File: config.mk
export PLATFORM = sky130hd
export DESIGN_NAME = pulse_swallow_div
export DESIGN_NICKNAME = d
export VERILOG_FILES = /design/src/rtl/psd_pkg.sv /design/src/rtl/psd_datapath.sv /design/src/rtl/psd_control.sv /design/src/rtl/pulse_swallow_div.sv
export SDC_FILE = /design/constraint.sdc
export NUM_CORES = 1
export LEC_CHECK = 0
export BUFFER_PORTS_ARGS = -buffer_cell sky130_fd_sc_hd__buf_2
export CELL_PAD_IN_SITES_DETAIL_PLACEMENT = 0
export CELL_PAD_IN_SITES_GLOBAL_PLACEMENT = 1
export CORE_MARGIN = 1.5
export CORE_UTILIZATION = 43
export CTS_CLUSTER_SIZE = 16
export DETAILED_ROUTE_END_ITERATION = 16
export MAX_ROUTING_LAYER = met4
export PLACE_DENSITY_LB_ADDON = 0.08
export SYNTH_ARGS = -nofsm -noshare
export SYNTH_HDL_FRONTEND = slang
export SYNTH_SLANG_ARGS = --single-unit
File: constraint.sdc
create_clock -name clk -period 3.2 [get_ports clk]
set_input_delay 0.32 -clock clk [delete_from_list [all_inputs] [get_ports clk]]
set_output_delay 0.32 -clock clk [all_outputs]
set_load 0.01 [all_outputs]
File: src/rtl/psd_pkg.sv
package psd_pkg;
  // strobes from control to datapath
  typedef struct packed {
    logic load;   // reload counters and prescaler mode from the program inputs
    logic stepB;  // main counter advances by one prescaler cycle
    logic stepA;  // swallow counter advances by one prescaler cycle
  } ctrl_t;
endpackage

File: src/rtl/psd_datapath.sv
module psd_datapath
  import psd_pkg::*;
#(
  parameter int A_W   = 5,
  parameter int B_W   = 13,
  parameter int P_LO  = 8,
  parameter int P_HI  = 32,
  parameter int B_MIN = 3
) (
  input  logic           clk,
  input  logic           rst_n,
  input  ctrl_t          ctrl,
  input  logic [A_W-1:0] aVal,
  input  logic [B_W-1:0] bVal,
  input  logic           pSel,
  output logic           psEnd,
  output logic           aZero,
  output logic           bOne
);
  localparam int PS_W = $clog2(P_HI + 1);

  logic [PS_W-1:0] psCnt;
  logic [A_W-1:0]  aCnt;
  logic [B_W-1:0]  bCnt;
  logic            pReg;
  logic [B_W-1:0]  bEff;
  logic [PS_W-1:0] baseMod;
  logic [PS_W-1:0] modLast;

  // values under the legal minimum are raised to it
  assign bEff = (bVal < B_W'(B_MIN)) ? B_W'(B_MIN) : bVal;

  // prescaler terminal count: P+1 cycles while swallowing, P afterwards
  assign baseMod = pReg ? PS_W'(P_HI) : PS_W'(P_LO);
  assign modLast = aZero ? (baseMod - PS_W'(1)) : baseMod;

  assign psEnd = (psCnt == modLast);
  assign aZero = (aCnt == '0);
  assign bOne  = (bCnt == B_W'(1));

  always_ff @(posedge clk or negedge rst_n) begin
    if (!rst_n) begin
      psCnt <= '0;
      aCnt  <= '0;
      bCnt  <= B_W'(B_MIN);
      pReg  <= 1'b0;
    end else if (ctrl.load) begin
      psCnt <= '0;
      aCnt  <= aVal;
      bCnt  <= bEff;
      pReg  <= pSel;
    end else begin
      psCnt <= psEnd ? '0 : psCnt + PS_W'(1);
      if (ctrl.stepB) bCnt <= bCnt - B_W'(1);
      if (ctrl.stepA) aCnt <= aCnt - A_W'(1);
    end
  end


  psCnt_range_chk: assert property (@(posedge clk) disable iff (!rst_n)
    psCnt <= PS_W'(P_HI));


  b_min_chk: assert property (@(posedge clk) disable iff (!rst_n)
    $past(ctrl.load) |-> (bCnt >= B_W'(B_MIN)));


  mid_hold_chk: assert property (@(posedge clk) disable iff (!rst_n)
    (!ctrl.load && !psEnd) |=> ($stable(aCnt) && $stable(bCnt) && $stable(pReg)));
endmodule

File: src/rtl/psd_control.sv
module psd_control
  import psd_pkg::*;
(
  input  logic  clk,
  input  logic  rst_n,
  input  logic  cntReset,
  input  logic  psEnd,
  input  logic  aZero,
  input  logic  bOne,
  output ctrl_t ctrl,
  output logic  divOut
);
  logic loadPend;
  logic reload;
  logic hold;

  assign hold   = cntReset | loadPend;
  assign reload = psEnd & bOne;

  always_comb begin
    ctrl.load  = hold | reload;
    ctrl.stepB = psEnd & ~bOne & ~hold;
    ctrl.stepA = psEnd & ~bOne & ~hold & ~aZero;
  end

  always_ff @(posedge clk or negedge rst_n) begin
    if (!rst_n) begin
      loadPend <= 1'b1;
      divOut   <= 1'b0;
    end else begin
      loadPend <= 1'b0;
      divOut   <= reload & ~hold;
    end
  end


  pulse_width_chk: assert property (@(posedge clk) disable iff (!rst_n)
    divOut |=> !divOut);


  hold_quiet_chk: assert property (@(posedge clk) disable iff (!rst_n)
    cntReset |=> !divOut);
endmodule

File: src/rtl/pulse_swallow_div.sv
module pulse_swallow_div
  import psd_pkg::*;
#(
  parameter int A_W   = 5,
  parameter int B_W   = 13,
  parameter int P_LO  = 8,
  parameter int P_HI  = 32,
  parameter int B_MIN = 3
) (
  input  logic           clk,
  input  logic           rst_n,
  input  logic           cntReset,
  input  logic [A_W-1:0] aVal,
  input  logic [B_W-1:0] bVal,
  input  logic           pSel,
  output logic           divOut
);
  ctrl_t ctrl;
  logic  psEnd;
  logic  aZero;
  logic  bOne;

  psd_control u_ctrl (
    .clk      (clk),
    .rst_n    (rst_n),
    .cntReset (cntReset),
    .psEnd    (psEnd),
    .aZero    (aZero),
    .bOne     (bOne),
    .ctrl     (ctrl),
    .divOut   (divOut)
  );

  psd_datapath #(
    .A_W   (A_W),
    .B_W   (B_W),
    .P_LO  (P_LO),
    .P_HI  (P_HI),
    .B_MIN (B_MIN)
  ) u_dp (
    .clk   (clk),
    .rst_n (rst_n),
    .ctrl  (ctrl),
    .aVal  (aVal),
    .bVal  (bVal),
    .pSel  (pSel),
    .psEnd (psEnd),
    .aZero (aZero),
    .bOne  (bOne)
  );
endmodule

==> results.ini, run 1 <==
[synthesis]
yosys_warnings = 0
syn_area_sq_um = 1700
yosys.area.top_type = dfrtp_1
synthDistinctLibCells = 45
ys_seq_area_share_pct = 40.1
synth-seq-cells = 27
synth_top_area_share_pct = 35.4
ys_top_cells_by_area = dfrtp_1, ha_1, dfstp_2
syn_nets = 216
syn_avg_cell_area_sq_um = 9.07
syn_inst = 187

[critical_path]
path_depth = 10
cp.arrival_ns = 3.06
reg2reg_depth = 10
cpPeakStageDelay_ns = 0.46
cp_slowest_cell = and3_1
crit_buf_inv = 2
path_cells = inv_1, ha_1, nor4b_4, inv_1, ha_1, xnor2_1, and3_1, a21oi_1, or3_1, nand4_1
crit_path_end_kind = register
setup.worst_path.start_class = register
crit_path_max_fanout = 11
worst-setup-path-type = register to register
required_ns = 3.41
critPathTopFamily = simple AND/OR/NAND/NOR gates

[global_routing]
grt_pass1_vias = 1448
grt_max_degree = 28
grt_pass1_wl_microns = 7020
grtUsageTotal_pct = 21.9
grt-ovfl-total = 0
antenna_found_initial = 0

[power]
power.leakage_nw = 0.846
vdd_drop_max_uv = 270
p_per_area_nw_per_um2 = 392
finalPower_w = 0.000756

[timing]
period_minus_slack_ns = 2.84
fin_tns_setup_ns = 0
max_freq_ghz = 0.352
skew_ns = 0.00528
finalHoldViolations = 0
rsz0062_at_grt = no
post-route-period-util_pct = 88.9
finalSetupViolCount = 0
slew_violations = 0
worst_slew_pin_slew_ns = 0.639
max_slew_margin_pct = 57.1

[clock_tree]
clockBufferDepth = 2
hold_buffers = 0
cts_setup_buffers = 0
clkSinkCount = 27
cts_root_buf = clkbuf_8
cts_tree = built
htree_levels = 1
cts_resized = 0
clk_latency_ns = 0.27
path_clk_slew_ns = 0.09
cts_inserted_buffers = 3

[floorplan]
io_pins = 23
dieArea_sq_um = 4330
die_h_microns = 65.8
coreArea_sq_um = 3720
initial_core_util_pct = 45.6
rows = 22
die_x_microns = 65.8

[detailed_routing]
finalWirelength_microns = 4080
drc_errors = 0
ant_nets = 0
dr.pass1.iters = 4
num_vias = 1480
via_per_inst = 5.65
wl_per_cell_microns = 15.6
drt_iter0_drc = 89

[place]
gp_congestion = 0.880
placed_cells = 258
io_buffers = 22
hpwlAfterDp_microns = 3020

[final_layout]
final_cell_mix = dfrtp_1, buf_2, nand2_1, nor2_1
area_growth_pct = 13.7
fin_cells = 262
layout_commonest_cell = dfrtp_1
drive_above_1_share_pct = 20.1
regArea_sq_um = 679
diodes = 0
fin_nets = 244
filler_cell_count = 376
multi_input_area_sq_um = 942

[run_status]
status = finished clean

[min_path]
hold_class = primary input to async pin

[job]
cap_violations = 0

## final timing paths
kind / startpoint / endpoint / slack, ns
worst max-delay path: u_dp.aCnt[0] / u_dp.bCnt[2] / 0.36
worst min-delay path: rst_n / u_dp.pReg / 0.06
worst max register to register: u_dp.aCnt[0] / u_dp.bCnt[2] / 0.36
worst min register to register: u_dp.psCnt[0] / u_dp.psCnt[0] / 0.48
max in group asynchronous: rst_n / u_dp.bCnt[6] / 2.74
min in group clk: pSel / u_dp.pReg / 0.24
## registers in the layout, summed over array words and instances (netlist names)
register         count
u_ctrl.loadPend      1
u_dp.psCnt           6
u_dp.pReg            1
u_dp.aCnt            5
u_dp.bCnt           13
u_ctrl.divOut        1
## cell type report
cell class / instances / share of cell area (%)
multi-input combinational: 144 / 48.9
sequential: 27 / 35.2
timing repair buffer: 29 / 8.44
tap: 48 / 3.11
clock buffer: 3 / 2.14
inverter: 10 / 1.95
clock inverter: 1 / 0.260
## metal layers
layer	track usage (%)	vias up	share of wire (%)
li1	-	731	-
met1	30.6	716	50
met2	33.5	29	46
met3	4.09	4	3.7
met4	4.43	0	0.98
met5	-	-	0
## report_power, final
| group | leakage, nW | switching (W) | internal, W | total, W |
|---|---|---|---|---|
| Sequential | 0.327 | 0.0000290 | 0.000371 | 0.000400 |
| Combinational | 0.494 | 0.0000959 | 0.0000673 | 0.000163 |
| Clock | 0.0255 | 0.000106 | 0.0000872 | 0.000193 |
| Total | 0.846 | 0.000231 | 0.000525 | 0.000756 |
## Yosys cell counts, drive strengths merged
cell / n
a22oi: 3
a31oi: 8
mux2i: 5
or4: 1
mux2: 1
and3: 3
o21a: 1
xnor2: 6
dfstp: 3
nor2b: 1
nor4: 4
inv: 10
or2: 2
ha: 7
a211o: 1
nand3: 10
nand2b: 1
nor2: 14
o21ai: 10
a221oi: 1
buf: 6
o211ai: 3
a21oi: 5
and2: 3
dfrtp: 24
nor3: 9
nor4b: 1
a41o: 1
conb: 1
or3: 2
nand4: 7
nand3b: 1
o31ai: 1
o311ai: 1
nor3b: 2
xor2: 5
and4: 1
nand2: 20
a32oi: 1
a2bb2oi: 1
## logic make-up (layout without fill, tap and decap cells)
group                    Yosys count  count (layout)  share of synthesized area, %
flip-flops                        27              27                          40.1
buffers and inverters             16              43                          4.35
other                              1               1                         0.221
multiplexers                       6               6                          3.84
AO/OA/AOI/OAI                     37              37                          14.9
XOR/XNOR                          11              11                          5.68
AND/OR/NAND/NOR                   82              82                          25.8
adder cells (fa/ha/maj)            7               7                          5.17
## through the flow
stage               utilization (%)  setup slack [ns]  hold slack (ns)  area, sq um
floorplan                         -             0.772           0.0244         1700
global placement               50.6             0.517            0.365         1880
detailed placement             50.6             0.376            0.375         1880
CTS                            51.9             0.374           0.0647         1930
global route                   51.9             0.148           0.0868         1930
finish                         51.9             0.355           0.0559         1930
No activity file was read; power rests on OpenSTA's default activity.
==> run 2, diff against run 1 <==
Settings changed: CAP_MARGIN set to 15, CORE_MARGIN 1.5 to not set.
==> results.ini, run 2 (synthesis gave the netlist of run 1 again) <==
[clock_tree]
clkSinkCount = 27  ; unchanged
cts_tree = built  ; unchanged
clk_latency_ns = 0.27  ; about the same
path_clk_slew_ns = 0.09  ; about the same
cts_resized = 0  ; unchanged
clockBufferDepth = 2  ; unchanged
cts_inserted_buffers = 3  ; unchanged
cts_setup_buffers = 0  ; unchanged
hold_buffers = 0  ; unchanged
cts_root_buf = clkbuf_8  ; unchanged
htree_levels = 1  ; unchanged

[timing]
holdWs_ns = 0.0448  ; was 0.0559 ns
finalHoldViolations = 0  ; unchanged
layout_setup_ws_ns = 0.308  ; was 0.355 ns
rsz0062_at_grt = no  ; unchanged
worst_slew_pin_slew_ns = 0.605  ; was 0.639 ns
period_minus_slack_ns = 2.89  ; was 2.84 ns
skew_ns = 0.00375  ; was 0.00528 ns
max_slew_margin_pct = 59.6  ; was 57.1%
slew_violations = 0  ; unchanged
fin_tns_setup_ns = 0  ; unchanged
finalSetupViolCount = 0  ; unchanged
max_freq_ghz = 0.346  ; was 0.352 GHz
post-route-period-util_pct = 90.4  ; was 88.9%

[final_layout]
area_growth_pct = 12.8  ; was 13.7%
largest_register_ffs = 13  ; unchanged
reg_top3 = u_dp.bCnt x13, u_dp.psCnt x6, u_dp.aCnt x5  ; unchanged
filler_cell_count = 369  ; was 376
fin_nets = 242  ; was 244
layout_commonest_cell = dfrtp_1  ; unchanged
largest_register = u_dp.bCnt  ; unchanged
diodes = 0  ; unchanged
final_cell_mix = dfrtp_1, buf_2, nand2_1, nor2_1  ; unchanged
drive_above_1_share_pct = 18.9  ; was 20.1%

[detailed_routing]
dr.pass1.iters = 4  ; unchanged
wl_per_cell_microns = 15.6  ; about the same
drc_errors = 0  ; unchanged
num_vias = 1486  ; was 1,480
via_per_inst = 5.72  ; was 5.65
drt_iter0_drc = 100  ; was 89
finalWirelength_microns = 4050  ; was 4080 microns
ant_nets = 0  ; unchanged

[global_routing]
grt_pass1_wl_microns = 6900  ; was 7020 microns
grtUsageTotal_pct = 22.3  ; was 21.9%
grt_max_degree = 28  ; unchanged
antenna_found_initial = 0  ; unchanged
grt-ovfl-total = 0  ; unchanged
grt_pass1_vias = 1445  ; was 1,448

[power]
power.leakage_nw = 0.835  ; was 0.846 nW
vdd_drop_max_uv = 188  ; was 270 uV
p_per_area_nw_per_um2 = 396  ; was 392 nW/um^2
finalPower_w = 0.000758  ; was 0.000756 W

[critical_path]
timing.rr.start = u_dp.aCnt[0]  ; unchanged
reg2reg_depth = 10  ; unchanged
crit_path_max_fanout = 11  ; unchanged
worst_r2r_endpoint = u_dp.bCnt[2]  ; unchanged
worst-setup-path-type = register to register  ; unchanged
cp.arrival_ns = 3.10  ; was 3.06 ns
setup.worst_path.start_class = register  ; unchanged
crit_path_end_kind = register  ; unchanged
required_ns = 3.41  ; about the same
r2r_slack_ns = 0.31  ; was 0.36 ns

[floorplan]
dieArea_sq_um = 4200  ; was 4330 sq um
die_h_microns = 64.8  ; was 65.8 microns
io_pins = 23  ; unchanged
coreArea_sq_um = 3720  ; unchanged
rows = 22  ; unchanged
die_x_microns = 64.8  ; was 65.8 microns
initial_core_util_pct = 45.6  ; unchanged

[min_path]
hold_class = primary input to async pin  ; unchanged

[run_status]
status = finished clean  ; unchanged

[job]
cap_violations = 0  ; unchanged

[place]
gp_congestion = 0.871  ; was 0.880
hpwlAfterDp_microns = 2970  ; was 3020 microns
dpl_worst_slack_ns = 0.342  ; was 0.376 ns
io_buffers = 22  ; unchanged

## run 2: layout make-up
cell class / count / area [sq um] / area share [%]
Multi-Input combinational cell: 144 / 942 / 49.3
Sequential cell: 27 / 679 / 35.5
Timing Repair Buffer: 27 / 148 / 7.72
Tap cell: 48 / 60.1 / 3.14
Clock buffer: 4 / 45.0 / 2.36
Inverter: 10 / 37.5 / 1.96
## run 2: layer usage
layer	wire length (microns)	global-route usage [%]	share of wire, %
met5	0	-	0
met1	1990	30.1	49
met4	31	7.22	0.76
met2	1830	34.8	45
met3	195	2.64	4.8
## run 2: stage by stage
| stage | cell area [sq um] | utilization, % | cells |
|---|---|---|---|
| after CTS | 1910 | 51.4 | 260 |
| after global placement | 1870 | 50.2 | 256 |
| after global routing | 1910 | 51.4 | 260 |
| after floorplan | 1700 | - | 187 |
| final | 1910 | 51.4 | 260 |
| after detailed placement | 1870 | 50.2 | 256 |
## run 2: worst max-delay path, cell delays in order, from the launching register on
cell     delay [ns]
dfrtp_1        0.39
inv_1          0.12
ha_1           0.16
nor4b_4        0.35
inv_1          0.09
ha_1           0.29
xnor2_1        0.18
and3_1         0.47
a21oi_1        0.27
or3_1          0.43
nand4_1        0.07
## run 2: how the worst max path moves through the flow
stage,endpoint,startpoint
detailed placement,u_dp.bCnt[2],u_dp.aCnt[0]
finish,u_dp.bCnt[2],u_dp.aCnt[0]
global placement,u_dp.bCnt[2],u_dp.aCnt[0]
global route,u_dp.bCnt[2],u_dp.aCnt[0]
CTS,u_dp.bCnt[2],u_dp.aCnt[0]
floorplan,u_dp.bCnt[6],u_dp.aCnt[0]
## run 2: power by group
group | internal [W] | total [W] | switching (W)
Sequential | 0.000371 | 0.000400 | 0.0000290
Clock | 0.0000893 | 0.000198 | 0.000109
Combinational | 0.0000654 | 0.000160 | 0.0000947
==> run 3, diff against run 2 <==
Settings changed: CORE_UTILIZATION 43 to 44, CTS_BUF_LIST set to sky130_fd_sc_hd__clkbuf_4, PLACE_DENSITY_LB_ADDON 0.08 to 0.1.
==> results.ini, run 3 (synthesis gave the netlist of run 1 again) <==
[final_layout]
filler_cell_count = 364  ; was 369
layout_commonest_cell = dfrtp_1  ; unchanged
fin_nets = 244  ; was 242
drive_above_1_share_pct = 19.6  ; was 18.9%
final_cell_mix = dfrtp_1, buf_2, nand2_1, nor2_1  ; unchanged
largest_register_ffs = 13  ; unchanged
reg_top3 = u_dp.bCnt x13, u_dp.psCnt x6, u_dp.aCnt x5  ; unchanged
diodes = 0  ; unchanged
largest_register = u_dp.bCnt  ; unchanged
fin_cells = 262  ; was 260
area_growth_pct = 12.9  ; was 12.8%

[clock_tree]
cts_setup_buffers = 0  ; unchanged
path_clk_slew_ns = 0.14  ; was 0.09 ns
clockBufferDepth = 2  ; unchanged
cts_tree = built  ; unchanged
cts_resized = 0  ; unchanged
cts_inserted_buffers = 3  ; unchanged
clk_latency_ns = 0.34  ; was 0.27 ns
htree_levels = 1  ; unchanged
clkSinkCount = 27  ; unchanged
hold_buffers = 1  ; was 0
cts_root_buf = clkbuf_4  ; was clkbuf_8

[timing]
post-route-period-util_pct = 89.7  ; was 90.4%
rsz0062_at_grt = no  ; unchanged
skew_ns = 0.0120  ; was 0.00375 ns
max_slew_margin_pct = 58.3  ; was 59.6%
holdWs_ns = 0.180  ; was 0.0448 ns
fin_tns_setup_ns = 0  ; unchanged
worst_slew_pin_slew_ns = 0.621  ; was 0.605 ns
finalSetupViolCount = 0  ; unchanged
slew_violations = 0  ; unchanged
max_freq_ghz = 0.349  ; was 0.346 GHz
layout_setup_ws_ns = 0.331  ; was 0.308 ns
finalHoldViolations = 0  ; unchanged
period_minus_slack_ns = 2.87  ; was 2.89 ns

[global_routing]
grtUsageTotal_pct = 21.9  ; was 22.3%
grt_max_degree = 28  ; unchanged
grt_pass1_wl_microns = 6730  ; was 6900 microns
grt-ovfl-total = 0  ; unchanged
antenna_found_initial = 0  ; unchanged
grt_pass1_vias = 1408  ; was 1,445

[critical_path]
path_cells = inv_1, ha_1, nor4b_4, inv_1, ha_1, xnor2_1, nand3_1, o31ai_4, buf_4, o21ai_0  ; was inv_1, ha_1, nor4b_4, inv_1, ha_1, xnor2_1, and3_1, a21oi_1, or3_1, nand4_1
setup.worst_path.start_class = register  ; unchanged
crit_path_max_fanout = 11  ; unchanged
crit_path_end_kind = register  ; unchanged
critPathTopFamily = compound AO/OA/AOI/OAI gates  ; was simple AND/OR/NAND/NOR gates
cp_slowest_cell = o31ai_4  ; was and3_1
required_ns = 3.42  ; was 3.41 ns
cp.arrival_ns = 3.09  ; was 3.10 ns
crit_buf_inv = 3  ; was 2
cpPeakStageDelay_ns = 0.58  ; was 0.47 ns
worst-setup-path-type = register to register  ; unchanged
r2r_slack_ns = 0.33  ; was 0.31 ns

[detailed_routing]
finalWirelength_microns = 3980  ; was 4050 microns
dr.pass1.iters = 4  ; unchanged
drc_errors = 0  ; unchanged
via_per_inst = 5.68  ; was 5.72
wl_per_cell_microns = 15.2  ; was 15.6 microns
drt_iter0_drc = 97  ; was 100
ant_nets = 0  ; unchanged
num_vias = 1488  ; was 1,486

[job]
cap_violations = 0  ; unchanged

[floorplan]
die_x_microns = 64.1  ; was 64.8 microns
dieArea_sq_um = 4110  ; was 4200 sq um
io_pins = 23  ; unchanged
initial_core_util_pct = 46.0  ; was 45.6%
die_h_microns = 64.1  ; was 64.8 microns
coreArea_sq_um = 3690  ; was 3720 sq um
rows = 22  ; unchanged

[place]
placed_cells = 257  ; was 256
dpl_worst_slack_ns = 0.339  ; was 0.342 ns
io_buffers = 22  ; unchanged
gp_congestion = 0.853  ; was 0.871
hpwlAfterDp_microns = 2950  ; was 2970 microns

[power]
vdd_drop_max_uv = 161  ; was 188 uV
finalPower_w = 0.000726  ; was 0.000758 W
p_per_area_nw_per_um2 = 379  ; was 396 nW/um^2
power.leakage_nw = 0.839  ; was 0.835 nW

[min_path]
hold_class = primary input to register  ; was primary input to async pin

[run_status]
status = finished clean  ; unchanged

-- run 3: cell count changes in the layout (fill, tap and decap cells not counted) --
cell           change
buf_4              +1
clkbuf_1           -1
clkbuf_4           +4
clkbuf_8           -3
dlygate4sd3_1      +1
-- run 3: stage by stage --
step	util (%)	cell area [sq um]
6_report	51.9	1910
5_1_grt	51.9	1910
4_1_cts	51.9	1910
3_5_place_dp	50.8	1870
3_3_place_gp	50.8	1870
2_1_floorplan	-	1700
-- run 3: routing by layer --
| layer | wire (microns) | track usage [%] | part of all wire (%) |
|---|---|---|---|
| met5 | 0 | - | 0 |
| met4 | 53 | 7.95 | 1.3 |
| met3 | 209 | 2.14 | 5.2 |
| met2 | 1720 | 32.3 | 43 |
| met1 | 2000 | 31.0 | 50 |
-- run 3: final timing paths --
path,start,end,cells past startpoint
hold reg to reg,u_dp.psCnt[0],u_dp.psCnt[0],1
setup reg to reg,u_dp.aCnt[0],u_dp.aCnt[4],10
hold / removal,pSel,u_dp.pReg,3
max in group asynchronous,rst_n,u_dp.psCnt[1],2
min in group asynchronous,rst_n,u_dp.bCnt[11],2
setup / recovery,u_dp.aCnt[0],u_dp.aCnt[4],10
-- run 3: worst register-to-register path: cells and delay by family (launching register included) --
family | cells | cell delay [ns]
compound gates | 2 | 0.69
xor+xnor | 1 | 0.21
fa+ha+maj | 2 | 0.45
buf+inv | 3 | 0.46
flops | 1 | 0.41
simple gates | 2 | 0.55
-- run 3: power by group --
| part | switching, W | leakage [nW] | internal, W | total, W |
|---|---|---|---|---|
| Sequential | 0.0000296 | 0.327 | 0.000371 | 0.000400 |
| Clock | 0.000108 | 0.0184 | 0.0000575 | 0.000165 |
| Combinational | 0.0000938 | 0.493 | 0.0000672 | 0.000161 |
-- run 3: area by class of cell --
type                       count  area, sq um  area share, %
sequential                    27          679           35.5
multi-input combinational    144          942           49.2
timing repair buffer          29          165           8.63
inverter                      10         37.5           1.96
tap                           48         60.1           3.14
clock buffer                   4         30.0           1.57
